File: config.mk
export PLATFORM = sky130hd
export DESIGN_NAME = ecc_cfg_reg
export DESIGN_NICKNAME = d
export VERILOG_FILES = /design/src/rtl/ecc_cfg_pkg.sv /design/src/rtl/ecc_cfg_decode.sv /design/src/rtl/ecc_cfg_field.sv /design/src/rtl/ecc_cfg_derive.sv /design/src/rtl/ecc_cfg_reg.sv
export SDC_FILE = /design/constraint.sdc
export NUM_CORES = 1
export LEC_CHECK = 0
export BUFFER_PORTS_ARGS = -buffer_cell sky130_fd_sc_hd__buf_2
export CORE_UTILIZATION = 49
export DETAILED_ROUTE_END_ITERATION = 8
export GPL_TIMING_DRIVEN = 0
export PLACE_DENSITY = 0.87
export SLEW_MARGIN = 20
export SYNTH_ARGS = -nofsm -noshare
export SYNTH_HDL_FRONTEND = slang
export SYNTH_HIERARCHICAL = 1
export SYNTH_SLANG_ARGS = --single-unit
File: constraint.sdc
create_clock -name clk -period 7.6 [get_ports clk]
set_input_delay 1.52 -clock clk [delete_from_list [all_inputs] [get_ports clk]]
set_output_delay 1.52 -clock clk [all_outputs]
set_load 0.02 [all_outputs]
File: src/rtl/ecc_cfg_pkg.sv
package ecc_cfg_pkg;
  typedef enum logic {SECT_512 = 1'b0, SECT_1K = 1'b1} sect_e;

  function automatic logic strength_ok(input logic [7:0] s);
    return (s == 8'd4) || (s == 8'd8) || (s == 8'd16) || (s == 8'd24);
  endfunction

  function automatic sect_e sect_of(input logic [7:0] s);
    return (s == 8'd24) ? SECT_1K : SECT_512;
  endfunction

  // log2 of the sector size in bytes; symbol width in bits is this plus 4
  function automatic int unsigned sect_log2(input sect_e k);
    return (k == SECT_1K) ? 32'd10 : 32'd9;
  endfunction
endpackage

File: src/rtl/ecc_cfg_decode.sv
module ecc_cfg_decode #(
  parameter int ADDR_W = 12,
  parameter logic [ADDR_W-1:0] REG_OFFSET = 12'h1B0
) (
  input  logic              wr_en,
  input  logic [ADDR_W-1:0] wr_addr,
  input  logic [ADDR_W-1:0] rd_addr,
  output logic              wr_hit,
  output logic              rd_hit
);
  assign wr_hit = wr_en && (wr_addr == REG_OFFSET);
  assign rd_hit = (rd_addr == REG_OFFSET);
endmodule

File: src/rtl/ecc_cfg_field.sv
module ecc_cfg_field #(
  parameter int W = 16,
  parameter logic [W-1:0] RST_VAL = '0,
  parameter bit FILTER = 1'b0
) (
  input  logic         clk,
  input  logic         rst_n,
  input  logic         we,
  input  logic [W-1:0] wdata,
  output logic [W-1:0] q
);
  import ecc_cfg_pkg::*;
  logic accept;

  generate
    if (FILTER) begin : g_filter
      assign accept = we && strength_ok(8'(wdata));
    end else begin : g_plain
      assign accept = we;
    end
  endgenerate

  always_ff @(posedge clk or negedge rst_n) begin
    if (!rst_n)      q <= RST_VAL;
    else if (accept) q <= wdata;
  end
endmodule

File: src/rtl/ecc_cfg_derive.sv
module ecc_cfg_derive #(
  parameter int STR_W  = 8,
  parameter int SECT_W = 11,
  parameter int CB_W   = 8
) (
  input  logic [STR_W-1:0]  strength,
  output logic [SECT_W-1:0] sector_bytes,
  output logic [CB_W-1:0]   check_bytes
);
  import ecc_cfg_pkg::*;
  sect_e       kind;
  int unsigned lg;
  int unsigned bits;

  always_comb begin
    kind         = sect_of(8'(strength));
    lg           = sect_log2(kind);
    bits         = 32'(strength) * (lg + 32'd4);
    sector_bytes = SECT_W'(32'd1 << lg);
    check_bytes  = CB_W'((bits + 32'd7) >> 3);
  end
endmodule

File: src/rtl/ecc_cfg_reg.sv
module ecc_cfg_reg #(
  parameter int ADDR_W = 12,
  parameter logic [ADDR_W-1:0] REG_OFFSET = 12'h1B0,
  parameter int DATA_W = 32,
  parameter int STR_W  = 8,
  parameter int THR_W  = 16,
  parameter int THR_LSB = 16,
  parameter logic [STR_W-1:0] STR_RST = 8'd8,
  parameter int SECT_W = 11,
  parameter int CB_W   = 8
) (
  input  logic              clk,
  input  logic              rst_n,
  input  logic              wr_en,
  input  logic [ADDR_W-1:0] wr_addr,
  input  logic [DATA_W-1:0] wr_data,
  input  logic [ADDR_W-1:0] rd_addr,
  output logic [DATA_W-1:0] rd_data,
  output logic [STR_W-1:0]  corr_strength,
  output logic [THR_W-1:0]  erase_thresh,
  output logic [SECT_W-1:0] sector_bytes,
  output logic [CB_W-1:0]   check_bytes
);
  localparam int RSV_W = THR_LSB - STR_W;

  logic wr_hit, rd_hit;
  logic unused_rsvd;

  assign unused_rsvd = ^wr_data[THR_LSB-1:STR_W];

  ecc_cfg_decode #(.ADDR_W(ADDR_W), .REG_OFFSET(REG_OFFSET)) u_dec (
    .wr_en(wr_en), .wr_addr(wr_addr), .rd_addr(rd_addr),
    .wr_hit(wr_hit), .rd_hit(rd_hit)
  );

  ecc_cfg_field #(.W(STR_W), .RST_VAL(STR_RST), .FILTER(1'b1)) u_str (
    .clk(clk), .rst_n(rst_n), .we(wr_hit),
    .wdata(wr_data[STR_W-1:0]), .q(corr_strength)
  );

  ecc_cfg_field #(.W(THR_W), .RST_VAL('0), .FILTER(1'b0)) u_thr (
    .clk(clk), .rst_n(rst_n), .we(wr_hit),
    .wdata(wr_data[THR_LSB +: THR_W]), .q(erase_thresh)
  );

  ecc_cfg_derive #(.STR_W(STR_W), .SECT_W(SECT_W), .CB_W(CB_W)) u_drv (
    .strength(corr_strength), .sector_bytes(sector_bytes),
    .check_bytes(check_bytes)
  );

  assign rd_data = rd_hit ? {erase_thresh, {RSV_W{1'b0}}, corr_strength}
                          : '0;
endmodule

**Word level (Yosys, flattened, before mapping)**

Index checks and enable logic that the tools add are counted.
W data, S select, Z words.

- Add/sub/neg operators: 2
- Reductions and logical operators: 5
- Multipliers: 1
- Equal/unequal tests: 7
- Multiplexer cells: 3
- Shifts and indexed selects: 1

Operators by type and width:

| operator | count |
|---|---|
| $add A32 B3 Y32 const B | 1 |
| $mul A8 B32 Y11 | 1 |
| $mux W32 | 1 |
| $shl A1 B32 Y11 const A | 1 |
| $eq A12 B9 Y1 const B | 2 |
| $eq A8 B5 Y1 const B | 3 |
| $add A11 B3 Y11 const B | 1 |
| $eq A8 B3 Y1 const B | 1 |
| $eq A8 B4 Y1 const B | 1 |
| $logic_or A1 B1 Y1 | 3 |
| $logic_and A1 B1 Y1 | 2 |
| $mux W2 | 1 |
| $mux W1 | 1 |

- Input bits: 59
- Logic and storage cells: 21
- Output and inout port bits: 75
- Register bits: 24

**Longest topological paths before layout**

Gate-level depths: netlist of run 1.

- Depth after elaboration: 6
- Gate-level depth with buffers: 16
- Mapped depth without buffers: 15

**Cells and area by module**

The synthesis of run 1 kept the hierarchy.

By module, submodules not included:

| module | area each (um^2) | cells each | seq. area each (um^2) | times used |
|---|---|---|---|---|
| ecc_cfg_derive | 1,088.5 | 134 | 0.0 | 1 |
| ecc_cfg_field at u_thr | 649.4 | 34 | 400.4 | 1 |
| ecc_cfg_field at u_str | 352.8 | 25 | 201.4 | 1 |
| ecc_cfg_reg | 259.0 | 35 | 0.0 | 1 |
| ecc_cfg_decode | 78.8 | 9 | 0.0 | 1 |

**Worst setup path after synthesis of run 1**

Ideal clock, no wire load.

- Path type: flip-flop to output port
- From: register u_str.q[3]
- To: output port check_bytes[7]
- Cell stages (with the launch flop): 16
- Buffers on the path: 2
- Setup slack: 2.130 ns
- Arrival: 3.950 ns
- Required time: 6.080 ns
- Path through: dfstp_2 > ha_1 > and4_4 > buf_6 > clkbuf_1 > nor2_1 > fa_1 > xnor2_1 > ha_1 > nand3b_1 > nor2_1 > fa_1 > a21oi_1 > o211ai_1 > o41ai_1 > xnor2_1

- Longest elaborated chain between the ends: 6

Ends and longest elaborated chain:

| what | RTL line | source |
|---|---|---|
| start: declaration | ecc_cfg_field.sv:10 | `output logic [W-1:0] q` |
| start signal: assignment | ecc_cfg_field.sv:25 | `else if (accept) q <= wdata;` |
| $eq A8 B5 Y1 | ecc_cfg_pkg.sv:9 | `return (s == 8'd24) ? SECT_1K : SECT_512;` |
| $mux W1 | ecc_cfg_pkg.sv:9 |  |
| $mux W2 | ecc_cfg_pkg.sv:14 | `return (k == SECT_1K) ? 32'd10 : 32'd9;` |
| $add A32 B3 Y32 | ecc_cfg_derive.sv:18 | `bits = 32'(strength) * (lg + 32'd4);` |
| $mul A8 B32 Y11 * | ecc_cfg_derive.sv:18 |  |
| $add A11 B3 Y11 * | ecc_cfg_derive.sv:20 | `check_bytes = CB_W'((bits + 32'd7) >> 3);` |
| end: declaration | ecc_cfg_reg.sv:22 | `output logic [CB_W-1:0] check_bytes` |

Mark *: on every way between the ends. The rest lies on a longest branch, timed or not.

**Worst setup path after layout of run 1**

Same ends and word-level chain as after synthesis.

==> run summary, run 1 <==
The source of the worst hold timing path is u_thr/q[15]. The wire length reported by the detailed router came out at between 5 and 6 mm. The critical path crosses 16 cells after its start point.

The floorplan step set the die width to approximately 72 um. The number of buffer cells added on primary ports is around 110. The worst setup path is captured at a primary output.

The number of buffers created by CTS came out at 3. The post-route DRC violation count is 0. The internal power of the cells is roughly 190 uW. The worst register-to-register path ends at u_str/q[2]. The setup fix buffers added after clock tree synthesis is 0. The number of antenna diodes in the final layout is 0. Cells with a size suffix above 1 make up around half of the layout.

The number of register bits inferred by synthesis came out at 24. The number of enable flip-flop cells after synthesis is 0. The clock power share came out at 30.6%. For this run, the leading register cell type out of synthesis is sky130_fd_sc_hd__dfrtp_1. The overall die area is 5240 um2. The sequential area share after synthesis is between 20% and 30%. The share of synthesized flip-flops with an asynchronous set or reset is 100%. In this run the tightest slew margin relative to its limit is about two thirds.

The post-layout net count came out at 464. The required time at the worst-slack endpoint came out at approximately 6.1 ns. The layout overhead on the synthesized area is 30.5%.

The maximum clock frequency came out at approximately 170 MHz. The worst-case hold slack is 0.519 ns. The detailed-route via count came out at slightly above 2000. The leakage dissipation is approximately 1.9 nW. The arrival time reported for the critical path endpoint came out at about 4.5 ns. The critical path is of the register to primary output type. The run finished with clean final reports.

The detail-routed net length per standard cell came out at between 10 and 15 um. In this run the worst hold path is classified as register to register. Traced cell by cell, the critical path runs through ha_1, and4_4, buf_6, clkbuf_1, nor2_1, fa_1, xnor2_1, ha_1, nand3b_1, nor2_1, fa_1, a21oi_1, o211ai_1, o41ai_1, xnor2_1, buf_2. In this run, flip-flops and latches consume 51.9% of the power. The post-layout minimum cycle time came out at about 6.0 ns.

The final hold violation count was 0. The combinational share of power came out at approximately 18%. Along the worst path, the maximum fanout reaches 10. Of the total power, the share spent switching nets is roughly a quarter. The met2 layer wire length in the routed design is roughly 2.7 mm. The total global routing overflow came out at 0. The number of cells produced by synthesis came out at ~240. Among cell families on the critical path, the largest total delay comes from adder cells. For this configuration, the core starts out at a cell density of roughly half. The number of antenna violations at the first check in global routing is 0. Of the post-synthesis cell area, the dominant cell type holds a little under a quarter. The half-perimeter wire length of the detailed placement result came out at roughly 4.3 mm. Setup repair after global routing left no endpoint under its margin. The setup TNS after final layout is 0 ns. After clock tree synthesis, the clock-pin slew on the worst setup and hold paths is ~0.08 ns. For this design the ratio of total power to cell area is 77.9 nW/um2. The tree built by TritonCTS fans out to 24 sinks. The highest metal layer carrying signal wires in the routed design is met4. The worst hold path depth is 1. The flop-to-flop setup slack came out at between 6 and 7 ns. The number of detailed-routing iterations run before antenna repair is 4. The floorplan core area is ~4800 um2. The buffering stage count on the worst path with inverters included is 3. The detailed-route vias per instance is ~4.7. The clock network latency to the later pin of the worst-skew pair is approximately 0.26 ns.

around 130 I/O pins were placed. The total of fill cells in the finished design is 410. The routability-driven placement congestion ratio came out at between 0.8 and 0.9. The worst register-to-register path begins at u_str/q[2].

The buffer depth of the longest clock path is 2. Measured on the finished design, the core utilization comes to ~67%. The floorplan row count is 25.

The number of pins with negative max-slew slack in the final report is 0. The number of nets with antenna violations after routing is 0. The first routing iteration left between 50 and 60 violations. The worst clock skew on the final layout is 0 ns. The cell count after placement came out at roughly 430. The depth of the most critical reg-to-reg path is 2.

Sorting the synthesized cells by area gives the leading types as sky130_fd_sc_hd__dfrtp_1 (24%), sky130_fd_sc_hd__ha_1 (12%), sky130_fd_sc_hd__fa_1 (9.9%). CTS built an H-tree with a depth of 1. The worst hold path terminates at u_thr/q[15].

The count of unique library cells instantiated by Yosys is 48. The worst vdd rail ir drop came out at 85.7 uV. The biggest area contributor in the post-synthesis netlist is sky130_fd_sc_hd__dfrtp_1. STA classifies the critical path startpoint as a register. The transition at the pin with the smallest max-transition slack came out at around 0.53 ns.

The switching component of the power came out at 61.1 uW. Max-cap violations in this run came to 0. The first-pass GRT wire length is 8.02 mm. The most common cell after layout, fill and taps aside is sky130_fd_sc_hd__buf_2.

The cts-stage hold buffer count came out at 0. The total routing resource utilization after global routing came out at between 10% and 20%. The delay of the slowest critical-path stage came out at 0.62 ns.

The number of endpoints failing setup at the final stage came out at 0. The top cell types in the final layout, fill and taps aside, are sky130_fd_sc_hd__buf_2 (108), sky130_fd_sc_hd__inv_1 (33), sky130_fd_sc_hd__ha_1 (24). Entering global routing, the biggest net connects 25 pins. The area of the mapped netlist came out at 2430 um2. The met3 wire length is between 200 and 250 um. The height of the die came out at roughly 72 um.

TritonCTS built the clock tree. The post-route clock period utilization is between 70% and 80%. The Yosys step of the flow raised 6 warnings.

The root buffer cell chosen for the clock tree is sky130_fd_sc_hd__clkbuf_8. The critical-path cell with the highest stage delay is sky130_fd_sc_hd__dfstp_2. The number of instances resized during post-cts repair came out at 0. The detailed-routing wirelength on met1 came out at 2.14 mm. A synthesized cell averages between 10 and 15 um2. The via count of the first global-routing pass is 1878. The final cell count without fillers came out at between 400 and 500.
how the worst max path moves through the flow:
stage	start	endpoint
floorplan	u_str/q[3]	check_bytes[7]
global placement	u_str/q[3]	check_bytes[7]
detailed placement	u_str/q[3]	check_bytes[7]
CTS	u_str/q[3]	check_bytes[7]
global route	u_str/q[0]	check_bytes[7]
finish	u_str/q[3]	check_bytes[7]
area by class of cell:
| type | count | area (um2) | area share, % |
|---|---|---|---|
| Sequential cell | 24 | 602 | 19.0 |
| Clock buffer | 4 | 45.0 | 1.42 |
| Buffer | 23 | 196 | 6.20 |
| Tap cell | 67 | 83.8 | 2.65 |
| Inverter | 33 | 124 | 3.91 |
| Multi-Input combinational cell | 176 | 1580 | 49.8 |
| Timing Repair Buffer | 108 | 541 | 17.1 |
flip-flops by register name, indices dropped and copies added, names as in the netlist:
register  flops
u_str/q       8
u_thr/q      16
cells in the mapped netlist, types with 2 or more instances:
| master | instances |
|---|---|
| sky130_fd_sc_hd__nor4b_1 | 3 |
| sky130_fd_sc_hd__and2b_2 | 5 |
| sky130_fd_sc_hd__a21o_1 | 2 |
| sky130_fd_sc_hd__mux2_4 | 10 |
| sky130_fd_sc_hd__conb_1 | 3 |
| sky130_fd_sc_hd__o21bai_1 | 2 |
| sky130_fd_sc_hd__mux2_2 | 8 |
| sky130_fd_sc_hd__o21ai_0 | 5 |
| sky130_fd_sc_hd__dfrtp_1 | 23 |
| sky130_fd_sc_hd__and2_2 | 18 |
| sky130_fd_sc_hd__buf_6 | 4 |
| sky130_fd_sc_hd__a21oi_1 | 3 |
| sky130_fd_sc_hd__mux2i_1 | 2 |
| sky130_fd_sc_hd__inv_1 | 33 |
| sky130_fd_sc_hd__fa_1 | 12 |
| sky130_fd_sc_hd__xor2_1 | 4 |
| sky130_fd_sc_hd__nand3_1 | 2 |
| sky130_fd_sc_hd__xnor2_1 | 6 |
| sky130_fd_sc_hd__and2_1 | 6 |
| sky130_fd_sc_hd__buf_4 | 17 |
| sky130_fd_sc_hd__nor2_1 | 11 |
| sky130_fd_sc_hd__nor3_1 | 2 |
| sky130_fd_sc_hd__nand2_1 | 8 |
| sky130_fd_sc_hd__ha_1 | 24 |
routing by layer:
metal	vias to the layer above	global-route usage, %
li1	999	-
met1	956	23.5
met2	64	36.0
met3	4	3.61
met4	0	2.83
met5	-	0
per-stage QoR:
stage                     total power, mW  cell area (um2)  setup slack, ns
after floorplan                     0.156             2500             2.13
after global placement              0.173             3120             1.98
after global routing                0.261             3170             1.31
after CTS                           0.250             3170             1.58
final                               0.247             3170             1.60
after detailed placement            0.174             3120             1.88
logic make-up (layout without fill, tap and decap cells):
family,after synthesis,in the layout,synth area share [%]
compound gates,21,21,6.03
xor+xnor,10,10,3.61
fa+ha+maj,36,36,22.3
buf+inv,56,168,13.2
flops,24,24,24.8
mux,20,20,10.7
other cells,3,22,0.464
simple gates,67,67,19.0
power groups by stage:
stage | combinational [mW] | clock [mW] | sequential [mW]
floorplan | 0.0244 | 0 | 0.131
global placement | 0.0420 | 0 | 0.131
detailed placement | 0.0432 | 0 | 0.131
CTS | 0.0432 | 0.0784 | 0.128
global route | 0.0474 | 0.0851 | 0.128
finish | 0.0432 | 0.0756 | 0.128
No activity file was read; power rests on OpenSTA's default activity.
==> run 2: changes to the inputs <==
Settings changed: CORE_UTILIZATION 49 to 45, PLACE_DENSITY 0.87 to 0.81.
Clock period 7.6 ns to 6 ns, I/O delays scaled along.
==> run summary, run 2 (synthesized netlist as in run 1, its figures left out) <==
The routability-driven placement congestion ratio came out at just over 0.8. Static timing analysis puts the maximum clock frequency at approximately 180 MHz. Setup violations remaining at the end of the flow were counted as 0. The number of antenna violations at the first check in global routing is 0. For this block, the initial DRC count from the detailed router was 32. In this run the worst path has a maximum fanout of 10. Clock tree synthesis selected as its root buffer the cell sky130_fd_sc_hd__clkbuf_8. The required time at the worst-slack endpoint is ~4.8 ns. The height of the die came out at around 75 um.

In the layout the commonest cells are sky130_fd_sc_hd__buf_2 (108), sky130_fd_sc_hd__inv_1 (33), sky130_fd_sc_hd__ha_1 (24). The number of instances resized during post-cts repair is 0. At the end of the flow, the number of nets in the layout was between 400 and 500. The total routing resource utilization after global routing is around 19%. The number of buffers created by CTS came out at 3. In the routed design, unresolved DRC markers number 0. The worst setup path is of the register to primary output kind. The post-layout minimum cycle time is about 5.7 ns. For the pin with the worst max-slew slack, the measured transition is around 0.53 ns. The post-route clock period utilization came out at between 90% and 100%. For this block, the routed nets add up to roughly 5.3 mm of wire. TritonCTS built the clock tree. The endpoint class of the critical path is a primary output. Clock-pin slew was measured on the worst setup and hold paths at around 0.08 ns.

The register with the most flip-flops in the final layout is u_thr/q. The final cell count without fillers came out at between 400 and 500. The first-pass GRT wire length is about 8.5 mm. The setup TNS after final layout came out at 0 ns. The clock sink count came out at 24.

The number of antenna repair diodes is 0. The arrival time reported for the critical path endpoint is 4.47 ns. The half-perimeter wire length of the detailed placement result came out at about 4.5 mm. The worst vdd rail ir drop is approximately 84 uV. The clock network latency to the later pin of the worst-skew pair is between 0.2 and 0.3 ns.

The detailed-route vias per instance came out at approximately 4.6. In this run the static leakage power is between 1.5 and 2 nW. Counting tap cells, the placed design contains a total of between 400 and 500 instances.

The layout overhead on the synthesized area came out at 31.7%. The largest registers in the layout are u_thr/q (16), u_str/q (8). The pin count of the biggest net entering global routing came out at 25.

In this run the deepest clock path goes through 2 buffers. The number of nets with antenna violations after routing came out at 0. Pin placement for this block handled 134 I/O pins. The detailed-route via count came out at between 2000 and 2500. The floorplan row count is 26.

The number of detailed-routing iterations run before antenna repair came out at 4. The number of pins with negative max-slew slack in the final report came out at 0. The deepest level of the CTS H-tree is 1. The count of buffers added on input and output ports is 108.

The detail-routed net length per standard cell is around 12 um. The worst slew margin relative to its limit is about 64%. The worst clock skew on the final layout came out at 0 ns. Once the floorplan was initialized, standard cells occupied a little under half of the core.

The library cell used most frequently in the layout, excluding fill and tap cells, is sky130_fd_sc_hd__buf_2. The via count of the first global-routing pass came out at slightly below 2000. Across the run, the number of max-cap violations was 0.

After floorplanning, the core was sized to cover a little over 5000 um2. Buffers added to address setup during post-CTS repair amount to 0. The power density over cell area came out at 112 nW/um2. The total global routing overflow is 0.

After clock tree synthesis, the flow added hold-fix buffers numbering 0. The flow ran to the end, and the final reports show no timing, DRC or antenna violations. Setup repair after global routing left no endpoint under its margin. The die width came out at 75.5 um.

The register with the most flip-flops in the layout has 16 of them. The worst setup path is launched from a register. The final hold violation count is 0.

The overall die area came out at between 5000 and 6000 um2. The share of cells above drive strength 1 is about half. The path class of the tightest hold or removal check is register to register.
run 2: metrics by stage:
| step | power (mW) | instance area [um2] | setup WS (ns) | utilization [%] | hold slack (ns) |
|---|---|---|---|---|---|
| after floorplan | 0.197 | 2500 | 0.850 | - | 0.649 |
| after global placement | 0.219 | 3130 | 0.706 | 60.9 | 0.507 |
| after detailed placement | 0.220 | 3130 | 0.616 | 60.9 | 0.517 |
| after CTS | 0.362 | 3200 | 0.296 | 62.2 | 0.545 |
| after global routing | 0.372 | 3200 | 0.0589 | 62.2 | 0.566 |
| final | 0.359 | 3200 | 0.325 | 62.2 | 0.541 |
run 2: worst paths after layout:
| check | start | endpoint | slack (ns) | depth (start not counted) |
|---|---|---|---|---|
| worst max-delay path | u_str/q[3] | check_bytes[7] | 0.33 | 16 |
| worst min-delay path | u_thr/q[1] | u_thr/q[1] | 0.54 | 1 |
| worst max register to register | u_str/q[2] | u_str/q[2] | 5.07 | 2 |
| worst min register to register | u_thr/q[1] | u_thr/q[1] | 0.54 | 1 |
| max in group asynchronous | rst_n | u_str/q[3] | 4.72 | 1 |
| min in group asynchronous | rst_n | u_thr/q[12] | 0.90 | 1 |
run 2: cell type report:
class                   instances  area, um2
clock buffers                   3       41.3
fillers                       468       1940
well taps                      70       87.6
flip-flops and latches         24        602
clock inverters                 1       30.0
multi-input cells             176       1580
repair buffers                108        541
plain buffers                  23        196
inverters                      33        124
run 2: worst max-delay path, stage by stage, from the launching register on:
cell	delay, ns
sky130_fd_sc_hd__dfstp_2	0.61
sky130_fd_sc_hd__ha_1	0.16
sky130_fd_sc_hd__and4_4	0.21
sky130_fd_sc_hd__buf_6	0.10
sky130_fd_sc_hd__clkbuf_1	0.32
sky130_fd_sc_hd__nor2_1	0.10
sky130_fd_sc_hd__fa_1	0.60
sky130_fd_sc_hd__xnor2_1	0.14
sky130_fd_sc_hd__ha_1	0.24
sky130_fd_sc_hd__nand3b_1	0.11
sky130_fd_sc_hd__nor2_1	0.06
sky130_fd_sc_hd__fa_1	0.41
sky130_fd_sc_hd__a21oi_1	0.23
sky130_fd_sc_hd__o211ai_1	0.19
sky130_fd_sc_hd__o41ai_1	0.37
sky130_fd_sc_hd__xnor2_1	0.16
sky130_fd_sc_hd__buf_2	0.18
run 2: power breakdown:
part | internal, mW | switching [mW]
logic | 0.0261 | 0.0283
registers | 0.162 | 0.000369
clock network | 0.0892 | 0.0525
total | 0.277 | 0.0812
run 2: per-layer routing:
layer	part of all wire (%)	global-route usage [%]
met1	41	24.8
met2	54	35.2
met3	4.3	1.72
met4	0.47	5.14
met5	0	0
